--- src/rtl/acc8_core.sv ---
module acc8_core #(
  parameter int          BP_SEL  = 11,
  parameter logic [11:0] IRQ_VEC = 12'h001
) (
  input  logic        clk,
  input  logic        rst_n,
  input  logic        irq,
  output logic [11:0] pm_addr,
  input  logic [15:0] pm_data,
  output logic [11:0] dm_addr,
  output logic [7:0]  dm_wdata,
  output logic        dm_we,
  input  logic [7:0]  dm_rdata
);
  localparam logic [3:0] OP_LDA = 4'h0, OP_STA = 4'h1, OP_JMP = 4'h2, OP_JT = 4'h3,
                         OP_JF = 4'h4, OP_CALL = 4'h5, OP_LCA = 4'h6, OP_REG = 4'h7,
                         OP_IMM = 4'h8, OP_SYS = 4'h9;
  localparam logic [3:0] X_RET = 4'h0, X_LDX = 4'h1, X_STX = 4'h2, X_ADD = 4'h3,
                         X_SUB = 4'h4, X_AND = 4'h5, X_OR = 4'h6, X_XOR = 4'h7,
                         X_EQ = 4'h8, X_LT = 4'h9, X_LE = 4'hA, X_GT = 4'hB,
                         X_GE = 4'hC, X_MOV = 4'hD, X_MVA = 4'hE, X_MISC = 4'hF;
  localparam logic [3:0] S_RETI = 4'h0, S_EI = 4'h1, S_DI = 4'h2;

  typedef enum logic [1:0] {S_FETCH, S_EXEC, S_MEM1, S_MEM2} st_t;
  st_t st;

  logic [11:0] pc, link, ipc, ea;
  logic [7:0]  acc;
  logic [7:0]  regs [16];
  logic        flag, ie, ld_pend;
  logic [15:0] ir;

  logic [15:0] inst;
  logic [3:0]  op, xop, rs1, rs2;
  logic [7:0]  rval, opnd, alu_res;
  logic        cmp_res, ex, take, alu_sel, cmp_sel;
  logic [11:0] ea_next;

  assign inst    = (st == S_EXEC) ? pm_data : ir;
  assign op      = inst[15:12];
  assign xop     = inst[11:8];
  assign rs1     = inst[7:4];
  assign rs2     = inst[3:0];
  assign rval    = regs[rs2];
  assign opnd    = (op == OP_IMM) ? inst[7:0] : rval;
  assign ex      = (st == S_EXEC);
  assign take    = (st == S_FETCH) && irq && ie;
  assign ea_next = {regs[BP_SEL], 4'h0} + {4'h0, rval};
  assign alu_sel = (xop >= X_ADD) && (xop <= X_XOR);
  assign cmp_sel = (xop >= X_EQ) && (xop <= X_GE);

  always_comb begin
    case (xop)
      X_ADD:   alu_res = acc + opnd;
      X_SUB:   alu_res = acc - opnd;
      X_AND:   alu_res = acc & opnd;
      X_OR:    alu_res = acc | opnd;
      X_XOR:   alu_res = acc ^ opnd;
      default: alu_res = acc;
    endcase
    case (xop)
      X_EQ:    cmp_res = (acc == opnd);
      X_LT:    cmp_res = (acc <  opnd);
      X_LE:    cmp_res = (acc <= opnd);
      X_GT:    cmp_res = (acc >  opnd);
      X_GE:    cmp_res = (acc >= opnd);
      default: cmp_res = 1'b0;
    endcase
  end

  assign pm_addr  = pc;
  assign dm_addr  = (st == S_MEM1 || st == S_MEM2) ? ea : inst[11:0];
  assign dm_wdata = acc;
  assign dm_we    = (ex && op == OP_STA) || (st == S_MEM1 && xop == X_STX);

  always_ff @(posedge clk) begin
    if (!rst_n) begin
      st <= S_FETCH; pc <= '0; acc <= '0; flag <= 1'b0; ie <= 1'b0;
      link <= '0; ipc <= '0; ea <= '0; ir <= '0; ld_pend <= 1'b0;
      for (int i = 0; i < 16; i++) regs[i] <= '0;
    end else begin
      case (st)
        S_FETCH: begin
          if (ld_pend) acc <= dm_rdata;
          ld_pend <= 1'b0;
          if (take) begin
            ipc <= pc; pc <= IRQ_VEC; ie <= 1'b0;
          end else begin
            pc <= pc + 12'd1; st <= S_EXEC;
          end
        end
        S_EXEC: begin
          ir <= pm_data;
          st <= S_FETCH;
          case (op)
            OP_LDA:  ld_pend <= 1'b1;
            OP_JMP:  pc <= inst[11:0];
            OP_JT:   if (flag)  pc <= inst[11:0];
            OP_JF:   if (!flag) pc <= inst[11:0];
            OP_CALL: begin link <= pc; pc <= inst[11:0]; end
            OP_LCA:  acc <= inst[7:0];
            OP_REG: begin
              if (alu_sel) acc <= alu_res;
              if (cmp_sel) flag <= cmp_res;
              case (xop)
                X_RET:        pc <= link;
                X_LDX, X_STX: begin ea <= ea_next; st <= S_MEM1; end
                X_MOV:        regs[rs2] <= acc;
                X_MVA:        acc <= rval;
                X_MISC: begin
                  if (rs1 == 4'h0) acc <= ~acc;
                  else if (rs1 == 4'h1) regs[rs2] <= '0;
                end
                default: ;
              endcase
            end
            OP_IMM: begin
              if (alu_sel) acc <= alu_res;
              if (cmp_sel) flag <= cmp_res;
            end
            OP_SYS: begin
              case (xop)
                S_RETI: begin pc <= ipc; ie <= 1'b1; end
                S_EI:   ie <= 1'b1;
                S_DI:   ie <= 1'b0;
                default: ;
              endcase
            end
            default: ;
          endcase
        end
        S_MEM1: st <= S_MEM2;
        default: begin
          if (xop == X_LDX) acc <= dm_rdata;
          st <= S_FETCH;
        end
      endcase
    end
  end

  AST_WE_SINGLE: assert property (@(posedge clk) disable iff (!rst_n)
    dm_we |=> !dm_we);
  AST_TWO_CYCLE: assert property (@(posedge clk) disable iff (!rst_n)
    (ex && !(op == OP_REG && (xop == X_LDX || xop == X_STX))) |=> st == S_FETCH);
  AST_IDX_MEM1: assert property (@(posedge clk) disable iff (!rst_n)
    (st == S_MEM1) |=> st == S_MEM2);
  AST_IDX_MEM2: assert property (@(posedge clk) disable iff (!rst_n)
    (st == S_MEM2) |=> st == S_FETCH);
  AST_IRQ_ENTRY: assert property (@(posedge clk) disable iff (!rst_n)
    take |=> (pc == IRQ_VEC && !ie && st == S_FETCH));
  AST_RET_LINK: assert property (@(posedge clk) disable iff (!rst_n)
    (ex && op == OP_REG && xop == X_RET) |=> pc == $past(link));
  AST_RETI_IE: assert property (@(posedge clk) disable iff (!rst_n)
    (ex && op == OP_SYS && xop == S_RETI) |=> (ie && pc == $past(ipc)));
endmodule

--- config.mk ---
export PLATFORM = sky130hd
export DESIGN_NAME = acc8_core
export DESIGN_NICKNAME = d
export VERILOG_FILES = /design/src/rtl/acc8_core.sv
export SDC_FILE = /design/constraint.sdc
export NUM_CORES = 1
export LEC_CHECK = 0
export CORE_UTILIZATION = 55
export DETAILED_ROUTE_END_ITERATION = 7
export PLACE_DENSITY_LB_ADDON = 0.05
export SLEW_MARGIN = 20
export SYNTH_ARGS = -nofsm -noshare
export SYNTH_HDL_FRONTEND = slang
export SYNTH_SLANG_ARGS = --single-unit
export TNS_END_PERCENT = 50
--- constraint.sdc ---
create_clock -name clk -period 5.2 [get_ports clk]
set_input_delay 0.52 -clock clk [delete_from_list [all_inputs] [get_ports clk]]
set_output_delay 0.52 -clock clk [all_outputs]
set_load 0.02 [all_outputs]
==> metrics.cfg, run 1 <==
[global_route]
grt_antenna_before_repair=0
grt_pass1_vias=9596
grt_max_degree=33
grt_overflow=0
grt_pass1_wl_um=57000
grtUsageTotal=0.346

[cells_and_area]
drive_above_1_share=0.124
n_antenna_cell=0
area_delta_synth_final_pct=14.7
layout_common_cells=223 x nor2_1, 138 x nand2_1, 128 x edfxtp_1, 77 x dfxtp_1, 58 x clkdlybuf4s50_1
final_common_cell=nor2_1
nNetsFinal=1325

[power_and_ir_drop]
p_total_uw=4420
combPwrFrac=0.214
p_sw_uw=1320
switching_share=0.298
p_leak_uw=0.00490
clockPowerShare=0.368
powerDensity_mw_per_mm2=328
p_int_uw=3100
irDropWorstVdd_v=0.000307
sequentialPowerShare=0.417

[sta]
fmax_mhz=209
finalCriticalPeriod_ps=4780
slew_headroom=0.293
drv_slew=0
timing.final.ws_setup_ps=421
hold_ws_ps=457
fin_worst_skew_ps=20.8
min_period_over_period=0.919
setup_violations=0
tightest_slew_ps=1060
hold_violations=0
rsz0062_at_grt=false
fin_setup_tns_ps=0

[detailed_routing]
drc=0
vias=10000
first_pass_iters=5
wl_per_cell_um=24.2
initialDrtViolationCount=901
totalWireLength_um=37600
viasPerCell=6.47
ant_nets=0

[logic_synthesis]
ys_seq_area_frac=0.459
ys_types=78
synth_top_cell_by_area=edfxtp_1
yosys.area.top_type_share=0.327
ys_ff_latch=205
synthArstFlopShare=0
syn-cell-area_mm2=0.0117
netlist_instances=1204
synthTopCellsByArea=edfxtp_1 33%, dfxtp_1 13%, nor2_1 7.1%
ys_warn_count=0
avgSynthCellArea_um2=9.75
synth_nets=1268
synth_ff_type=edfxtp_1
synth-edff-count=128

[cts]
htree_levels=1
clock_insertion_delay_worst_skew_ps=530
cts_resized=0
cts_setup_buffers=0
clock-sinks=205
tritoncts=done
clkTransAtPathRegs_ps=60
clockBufferDepth=3
cts_buffers=23
cts-root-buf=clkbuf_16
hold_buffers=0

[floorplan]
rows=53
die_area_mm2=0.0219
die_h_um=148
design.core.area_mm2=0.0210
num_io_pins=60
initial_core_util=0.560
die_w_um=148

[placement]
numPortBuffers=59
place_ws_ps=130
hpwl_um=27500
gp_congestion=0.936

[worst_hold_path]
holdCritPathClass=reg -> reg

[worst_setup_path]
worst-setup-path-type=reg -> reg
critical_path.max_fanout=11
critPathCaptureType=register
required_ps=5650
arrival_ps=5230
crit_path_start_kind=register

[flow_run]
cap_violations=0

[status]
status=finished, final reports clean

[state kept, by name (all words and copies together) (netlist names)]
register	cells
dm_wdata	8
ea	12
flag	1
ie	1
ipc	12
ir	16
ld_pend	1
link	12
pm_addr	12
regs	128
st	2
[cell type report]
| cell class | instances | area [µm²] |
|---|---|---|
| tap | 275 | 344 |
| sequential | 205 | 5390 |
| multi-input combinational | 892 | 5900 |
| clock buffer | 29 | 628 |
| inverter | 33 | 124 |
| clock inverter | 13 | 130 |
| timing repair buffer | 106 | 951 |
| fill | 1800 | 7490 |
[per-layer routing]
metal,global-route usage,vias to the layer above,wire length [µm]
met5,0,-,0
met4,0.138,0,1400
met3,0.0448,91,3010
met2,0.553,500,17700
met1,0.478,4885,15400
li1,-,4567,-
[final timing paths]
check,slack (ps),cells after the start,startpoint,end
setup reg to reg,420,17,st[0],flag
hold reg to reg,460,2,ipc[7],ipc[7]
hold / removal,460,2,ipc[7],ipc[7]
setup / recovery,420,17,st[0],flag
[critical path: stages (launching register included)]
cell and delay, ps:
dfxtp_1 460, nand2b_2 250, buf_4 260, a21oi_1 420, a2111oi_0 120, nor4_1 490
a211o_1 280, o21a_1 150, inv_1 130, fa_1 490, nor3b_1 170, nor3_1 440
o31ai_1 170, a221oi_1 280, buf_4 180, mux2i_1 170, o211ai_1 90, a21oi_1 160
[synthesized netlist by cell type, drive strengths merged (5+ instances only)]
| cell type | instances |
|---|---|
| nand2 | 139 |
| edfxtp | 128 |
| a21o | 13 |
| nand2b | 6 |
| o2bb2ai | 6 |
| nor2 | 223 |
| a2111oi | 11 |
| or3 | 5 |
| xnor2 | 7 |
| nand3 | 26 |
| o31ai | 12 |
| ha | 34 |
| a22oi | 13 |
| a211oi | 27 |
| a31oi | 10 |
| mux2 | 25 |
| mux4 | 20 |
| or2 | 5 |
| nand4 | 6 |
| o32ai | 11 |
| and3 | 6 |
| nor3 | 18 |
| a32oi | 5 |
| nor2b | 5 |
| a21oi | 57 |
| inv | 33 |
| and2 | 7 |
| buf | 39 |
| o21ai | 40 |
| dfxtp | 77 |
| nor3b | 5 |
| o21a | 5 |
| clkbuf | 35 |
| mux2i | 58 |
| nor4 | 10 |
| a221oi | 15 |
[metrics by stage]
stage	instance area (µm²)	instances	utilization
global route	13500	1553	0.643
detailed placement	12700	1511	0.606
finish	13500	1553	0.643
CTS	13500	1553	0.643
floorplan	11700	1204	-
global placement	12700	1511	0.606
[power groups by stage]
stage / clock network [µW] / logic (µW) / registers, µW
2_1_floorplan: 0 / 586 / 1860
3_3_place_gp: 0 / 927 / 1870
3_5_place_dp: 0 / 925 / 1880
4_1_cts: 1630 / 930 / 1840
5_1_grt: 1710 / 1010 / 1850
6_report: 1630 / 946 / 1840
[cell families after synthesis]
| family | synth area share |
|---|---|
| and+or+nand+nor | 0.178 |
| DFF | 0.459 |
| AOI/OAI and AO/OA | 0.164 |
| muxes | 0.112 |
| buffers and inverters | 0.0399 |
| xor gates and xnor gates | 0.00522 |
| adders and majority gates | 0.0414 |
(Power assumes the default switching activity.)
==> run 2: changes to the inputs <==
HOLD_SLACK_MARGIN = 0.1   (was default)
==> results of run 2 <==
No change in the layout: final DEF, timing and power equal those of run 1.
